File: config.mk
export PLATFORM = sky130hd
export DESIGN_NAME = remote_key_rx
export DESIGN_NICKNAME = d
export VERILOG_FILES = /design/src/rtl/remote_key_rx.sv
export SDC_FILE = /design/constraint.sdc
export NUM_CORES = 1
export LEC_CHECK = 0
export ABC_CLOCK_PERIOD_IN_PS = 4000
export BUFFER_PORTS_ARGS = -buffer_cell sky130_fd_sc_hd__buf_4
export CAP_MARGIN = 20
export CORE_MARGIN = 2
export CORE_UTILIZATION = 45
export CTS_CLUSTER_DIAMETER = 50
export DETAILED_ROUTE_END_ITERATION = 10
export GPL_TIMING_DRIVEN = 0
export PLACE_DENSITY = 0.59
export SYNTH_ARGS = -nofsm -noshare
export SYNTH_HDL_FRONTEND = slang
export SYNTH_SLANG_ARGS = --single-unit
File: constraint.sdc
create_clock -name clk -period 4 [get_ports clk]
set_clock_uncertainty 0.2 [all_clocks]
set_input_delay 0.2 -clock clk [delete_from_list [all_inputs] [get_ports clk]]
set_output_delay 0.2 -clock clk [all_outputs]
set_load 0.02 [all_outputs]
File: src/rtl/remote_key_rx.sv
module remote_key_rx #(
  parameter int DIV         = 814,
  parameter int HOLD_CYCLES = 93_750_000
) (
  input  logic       clk,
  input  logic       rst_n,
  input  logic       rx,
  output logic [2:0] key_id,
  output logic       key_stb,
  output logic       key_held,
  output logic       frame_err,
  output logic       code_unknown
);
  localparam int DW = (DIV > 1) ? $clog2(DIV) : 1;
  localparam int GW = $clog2(HOLD_CYCLES + 1);

  typedef enum logic [1:0] {S_IDLE, S_START, S_DATA, S_STOP} state_t;

  state_t        state;
  logic [2:0]    rx_sh;
  logic [DW-1:0] div_cnt;
  logic [3:0]    os_cnt;
  logic [2:0]    bit_cnt;
  logic [7:0]    shreg;
  logic [GW-1:0] gap;
  logic [2:0]    last_key;
  logic          have_last;
  logic          hit;
  logic [2:0]    id;

  wire rx_s   = rx_sh[1];
  wire rx_p   = rx_sh[2];
  wire tick   = (div_cnt == DW'(DIV - 1));
  wire mid    = tick && (os_cnt == 4'd15);
  wire done   = (state == S_STOP) && mid;
  wire good   = done && rx_s && hit;

  always_comb begin
    hit = 1'b1;
    id  = 3'd0;
    case (shreg)
      8'hE0:   id = 3'd0;
      8'hF0:   id = 3'd1;
      8'hE8:   id = 3'd2;
      8'hE4:   id = 3'd3;
      8'hE2:   id = 3'd4;
      8'hE1:   id = 3'd5;
      default: hit = 1'b0;
    endcase
  end

  always_ff @(posedge clk or negedge rst_n) begin
    if (!rst_n) begin
      rx_sh   <= 3'b111;
      state   <= S_IDLE;
      div_cnt <= '0;
      os_cnt  <= '0;
      bit_cnt <= '0;
      shreg   <= '0;
    end else begin
      rx_sh <= {rx_sh[1:0], rx};
      if (state == S_IDLE) begin
        div_cnt <= '0;
        os_cnt  <= '0;
        if (!rx_s && rx_p) state <= S_START;
      end else begin
        div_cnt <= tick ? '0 : div_cnt + 1'b1;
        if (tick) os_cnt <= os_cnt + 1'b1;
        case (state)
          S_START:
            if (tick && os_cnt == 4'd7) begin
              os_cnt  <= '0;
              bit_cnt <= '0;
              state   <= rx_s ? S_IDLE : S_DATA;
            end
          S_DATA:
            if (mid) begin
              shreg   <= {rx_s, shreg[7:1]};
              bit_cnt <= bit_cnt + 1'b1;
              if (bit_cnt == 3'd7) state <= S_STOP;
            end
          default:
            if (mid) state <= S_IDLE;
        endcase
      end
    end
  end

  always_ff @(posedge clk or negedge rst_n) begin
    if (!rst_n) begin
      key_id       <= '0;
      key_stb      <= 1'b0;
      key_held     <= 1'b0;
      frame_err    <= 1'b0;
      code_unknown <= 1'b0;
      gap          <= '0;
      last_key     <= '0;
      have_last    <= 1'b0;
    end else begin
      key_stb      <= good;
      frame_err    <= done && !rx_s;
      code_unknown <= done && rx_s && !hit;
      key_held     <= good && have_last && (last_key == id) && (gap < GW'(HOLD_CYCLES));
      if (good) begin
        key_id    <= id;
        last_key  <= id;
        have_last <= 1'b1;
        gap       <= '0;
      end else if (gap != GW'(HOLD_CYCLES)) begin
        gap <= gap + 1'b1;
      end
    end
  end
endmodule


Word-level counts from Yosys, hierarchy flattened
Index checks and enable logic that the tools add are counted.

Output and inout bits: 7. Register bits after elaboration: 65. Logic and storage cells: 82.

$lt $le $gt $ge: 1. Reductions and logical operators: 21. Bitwise operators: 1. Eq/ne operators: 21. Mux-type cells: 21. Add/subtract/negate cells: 4.

Operators with widths (count): $mux 27 (2); $eq 8x8->1 const B (6); $add 27x1->27 const B (1); $lt 27x27->1 const B (1); $ne 27x27->1 const B (1); $mux 10 (2); $mux 4 (4); $pmux 3 s5 (1); $mux 2 (7); $logic_and 1x1->1 (11); $add 10x1->10 const B (1); $eq 10x10->1 const B (1); $ne 3x3->1 const B (3); $mux 3 (2); $pmux 3 s2 (1); $reduce_or 6->1 (1); $reduce_and 5->1 (1); $add 4x1->4 const B (1); $eq 2x2->1 const B (2); $eq 4x3->1 const B (1); $eq 4x4->1 const B (1); $ne 2x2->1 const B (2); $pmux 2 s2 (1); $reduce_and 4->1 (1); other kinds (12) (14).

Logic depth before layout (Yosys ltp)
Depth in word-level cells: 8. Mapped depth: 9. Depth with buffers taken out: 7.

Least setup slack after synthesis
OpenSTA, ideal clock, no wires.

Path kind: register to register. From: reg div_cnt[1]. To: reg shreg[0]. Buffers on the path: 1. Arrival time: 2110 ps. Setup time: 125 ps. Setup slack: 1565 ps. Required time: 3675 ps. Cell stages (with the launch flop): 8. Cells stage by stage: dfrtp_1 inv_1 ha_1 nand4_1 or4_4 buf_6 nor3_2 mux2_2.

Longest elaborated chain between the ends: 3.

RTL lines: start: declaration (RTL line 21) `logic [DW-1:0] div_cnt;`; start signal: assignment (RTL line 67) `div_cnt <= tick ? '0 : div_cnt + 1'b1;`; $eq 10x10->1 (RTL line 33) `wire tick = (div_cnt == DW'(DIV - 1));`; $logic_and 1x1->1 (RTL line 34) `wire mid = tick && (os_cnt == 4'd15);`; $reduce_and 3->1 (no line); end signal: assignment (RTL line 78) `shreg <= {rx_s, shreg[7:1]};`; end: declaration (RTL line 24) `logic [7:0] shreg;`.

Every way passes these cells. A chain may end at the register's enable or synchronous reset.

Worst setup path in the final report
From: reg div_cnt[1]. To: reg last_key[2].

Longest elaborated chain between the ends: 5.

RTL lines: $eq 10x10->1 (RTL line 33); $logic_and 1x1->1 (RTL line 34); $logic_and 1x1->1 (RTL line 35) `wire done = (state == S_STOP) && mid;`; $logic_and 1x1->1 (2 in series) (RTL line 36) `wire good = done && rx_s && hit;`; end signal: assignment (RTL line 106) `last_key <= id;`; end: declaration (RTL line 26) `logic [2:0] last_key;`.

Every way passes these cells.

==> out/qor.json <==
{
  "fp.dieW": {"value": 90.37, "unit": "um"},
  "cts_tree": {"value": "done"},
  "worstMarginPinSlew": {"value": 960.6, "unit": "ps"},
  "synth_net_count": {"value": 348},
  "period_share": {"value": 68.24, "unit": "%"},
  "max_cap_violations": {"value": 0},
  "first_global_vias": {"value": 2383},
  "hold_viol": {"value": 0},
  "vertical_die_dimension": {"value": 90.37, "unit": "um"},
  "r2r.worst_path.cells": {"value": 9},
  "final_util": {"value": 51.56, "unit": "%"},
  "reg2reg_slack": {"value": 1270, "unit": "ps"},
  "multi_input_area": {"value": 0.001625, "unit": "mm2"},
  "cp.arrival": {"value": 2790, "unit": "ps"},
  "commonest_non_fill_non_tap_cells_in_the_layout": {"value": "62 x sky130_fd_sc_hd__dfrtp_1, 46 x sky130_fd_sc_hd__nor2_1, 29 x sky130_fd_sc_hd__xor2_1, 24 x sky130_fd_sc_hd__nand3_1, 24 x sky130_fd_sc_hd__nand2_1"},
  "postSynthAreaPerCell": {"value": 10.05, "unit": "um2"},
  "yosysWarnings": {"value": 0},
  "cts_root_buffer": {"value": "sky130_fd_sc_hd__clkbuf_8"},
  "drt_first_iter_violations": {"value": 111},
  "ctsResizeCount": {"value": 0},
  "post-layout-total-power": {"value": 1.304, "unit": "mW"},
  "worst_setup_path_end_kind": {"value": "flop"},
  "number_of_buffer_cells_added_on_primary_ports": {"value": 9},
  "cts.clk_slew.worst_paths": {"value": 70, "unit": "ps"},
  "startpoint": {"value": "div_cnt[1]"},
  "cts_post_setup_buffers_inserted": {"value": 0},
  "final_layout_size_suffix_gt1_share": {"value": 13.26, "unit": "%"},
  "antenna_cells": {"value": 0},
  "rsz0062_at_grt": {"value": "false"},
  "fin_setup_tns": {"value": 0, "unit": "ps"},
  "detail_route.wirelength": {"value": 6192, "unit": "um"},
  "crit_type": {"value": "flop to flop"},
  "detail_route.vias_per_cell": {"value": 5.297},
  "synth_sequential_area_ratio": {"value": 48.57, "unit": "%"},
  "yosys-top-cells-area": {"value": "sky130_fd_sc_hd__dfrtp_1 46%, sky130_fd_sc_hd__xor2_1 7.6%, sky130_fd_sc_hd__nor2_1 5.1%, sky130_fd_sc_hd__ha_1 4.1%, sky130_fd_sc_hd__nand3_1 3.6%"},
  "grt_max_degree": {"value": 66},
  "syn-instance-count": {"value": 334},
  "crit_fanout": {"value": 10},
  "layout_commonest_cell": {"value": "sky130_fd_sc_hd__dfrtp_1"},
  "dp.final_hpwl": {"value": 4187, "unit": "um"},
  "ys_types": {"value": 54},
  "wire_length_of_the_first_global_routing_pass": {"value": 10940, "unit": "um"},
  "worstReg2RegEnd": {"value": "last_key[2]"},
  "grt_remaining_overflow": {"value": 0},
  "post-place-ws": {"value": 1233, "unit": "ps"},
  "worstSetupStartpointType": {"value": "flop"},
  "syn-cell-area": {"value": 0.003357, "unit": "mm2"},
  "hold_path_end": {"value": "rx_sh[1]"},
  "syn_to_final_growth": {"value": 11.41, "unit": "%"},
  "numClockSinks": {"value": 65},
  "period_minus_slack": {"value": 2730, "unit": "ps"},
  "worst_ir_drop_vdd": {"value": 0.2259, "unit": "mV"},
  "grt_antenna_before_repair": {"value": 0},
  "min-delay-start": {"value": "rx_sh[0]"},
  "overall_routing_resource_usage": {"value": 16.70, "unit": "%"},
  "min_path_type": {"value": "flop to flop"},
  "synth_enable_flop_cells": {"value": 0},
  "clk_path_buf_depth": {"value": 2},
  "setup_slack": {"value": 1270, "unit": "ps"},
  "dominantRegCellSynth": {"value": "sky130_fd_sc_hd__dfrtp_1"},
  "seq_area": {"value": 0.001630, "unit": "mm2"},
  "synth.ff_latch_count": {"value": 65},
  "holdPathStages": {"value": 0},
  "timing.rr.start": {"value": "div_cnt[1]"},
  "outcome": {"value": "complete, no violations"},
  "placement_rows": {"value": 31},
  "yosys.area.top_type": {"value": "sky130_fd_sc_hd__dfrtp_1"},
  "pwrdens": {"value": 348.7, "unit": "mW/mm2"},
  "slew_viol_final": {"value": 0},
  "cts_inserted_buffers": {"value": 9},
  "fp.coreArea": {"value": 0.007253, "unit": "mm2"},
  "detail-route-antenna-nets": {"value": 0},
  "design.die.area": {"value": 0.008167, "unit": "mm2"},
  "starting_density_of_the_core": {"value": 46.28, "unit": "%"},
  "detail_route.drc_violations": {"value": 0},
  "clock_tree.htree_level_count": {"value": 3},
  "drt_first_pass_iters": {"value": 4},
  "yosysTopAreaCellShare": {"value": 46.22, "unit": "%"},
  "async_flop_share": {"value": 100.0, "unit": "%"},
  "post_cts_hold_buffer_count": {"value": 2},
  "clk-insertion-delay-late": {"value": 340, "unit": "ps"},
  "gp_congestion": {"value": 0.7757},
  "fill_cells": {"value": 714},
  "setup_viol": {"value": 0},
  "wl_per_cell": {"value": 13.43, "unit": "um"},
  "top_level_ports": {"value": 10},
  "num_vias": {"value": 2442},
  "required_time_of_the_critical_path": {"value": 4060, "unit": "ps"},
  "worst_slew_slack_as_a_fraction_of_its_limit": {"value": 35.47, "unit": "%"},
  "leakage": {"value": 1.742, "unit": "nW"},
  "number_of_nets_in_the_layout": {"value": 371},
  "max_freq": {"value": 366.3, "unit": "MHz"}
}
[cell usage after synthesis (4+ instances only)]
cell                       number
sky130_fd_sc_hd__nor4_1         6
sky130_fd_sc_hd__xor2_1        29
sky130_fd_sc_hd__nand4_1       11
sky130_fd_sc_hd__mux2_2         8
sky130_fd_sc_hd__nor3_1         8
sky130_fd_sc_hd__xnor2_1       10
sky130_fd_sc_hd__ha_1          11
sky130_fd_sc_hd__nand2_1       24
sky130_fd_sc_hd__inv_1         11
sky130_fd_sc_hd__dfrtp_1       62
sky130_fd_sc_hd__a22o_1         4
sky130_fd_sc_hd__nand3_1       24
sky130_fd_sc_hd__o21ai_0        8
sky130_fd_sc_hd__and3_1         8
sky130_fd_sc_hd__nor2_1        46
sky130_fd_sc_hd__a21oi_1        4
sky130_fd_sc_hd__clkbuf_1       8
[cell families (layout without fill, tap and decap cells)]
family | count (synthesis) | in the layout | share of synthesized area, %
AOI/OAI and AO/OA | 30 | 30 | 6.374
muxes | 11 | 11 | 3.578
adders and majority gates | 12 | 12 | 4.398
xor gates and xnor gates | 39 | 39 | 10.17
and+or+nand+nor | 153 | 153 | 23.89
buffers and inverters | 24 | 52 | 3.019
DFF | 65 | 65 | 48.57
[power by group]
group	internal [mW]	leakage, nW	total [mW]	switching, mW
Clock	0.240	0.0834	0.480	0.240
Combinational	0.0428	0.786	0.104	0.0609
Sequential	0.686	0.873	0.721	0.0347
Total	0.969	1.74	1.30	0.335
[sequential cells by signal, summed over array words and instances (netlist names), 2 cells and up]
name	cells
gap	27
shreg	8
rx_sh	3
os_cnt	4
div_cnt	10
state	2
bit_cnt	3
last_key	3
[critical path: stages, from the launching register on]
cell,delay [ps]
sky130_fd_sc_hd__dfrtp_1,430
sky130_fd_sc_hd__inv_1,80
sky130_fd_sc_hd__ha_1,130
sky130_fd_sc_hd__nand4_1,140
sky130_fd_sc_hd__or4_4,510
sky130_fd_sc_hd__buf_6,160
sky130_fd_sc_hd__nor4_4,470
sky130_fd_sc_hd__buf_2,310
sky130_fd_sc_hd__nand3_1,110
sky130_fd_sc_hd__o21ai_0,100
[routing by layer]
layer | GRT usage (%) | wire (um) | vias to the layer above
met3 | 4.925 | 231 | 9
met2 | 26.50 | 2886 | 34
met1 | 21.52 | 2947 | 1193
li1 | - | - | 1206
met5 | 0 | 0 | -
met4 | 6.667 | 126 | 0
[stage by stage]
| step | hold slack (ps) | area [um2] | cells |
|---|---|---|---|
| 6_report | 161.7 | 3740 | 461 |
| 5_1_grt | 164.9 | 3740 | 461 |
| 4_1_cts | 163.0 | 3735 | 460 |
| 3_5_place_dp | 112.7 | 3548 | 442 |
| 3_3_place_gp | 110.6 | 3548 | 442 |
| 2_1_floorplan | -295.6 | 3357 | 334 |
[final cells by class]
type / count / share of cell area, %
tap: 99 / 3.312
inverter: 11 / 1.104
sequential: 65 / 43.59
multi-input combinational: 245 / 43.46
clock inverter: 3 / 0.4684
buffer: 13 / 1.606
timing repair buffer: 12 / 2.476
clock buffer: 13 / 3.981
[worst max-delay path by stage]
stage	end	slack, ps	depth (start not counted)
floorplan	shreg[0]	1570	7
global placement	last_key[2]	1270	8
detailed placement	last_key[2]	1230	8
CTS	last_key[2]	1230	9
global route	last_key[2]	950	9
finish	last_key[2]	1270	9
No activity file was read; power rests on OpenSTA's default activity.
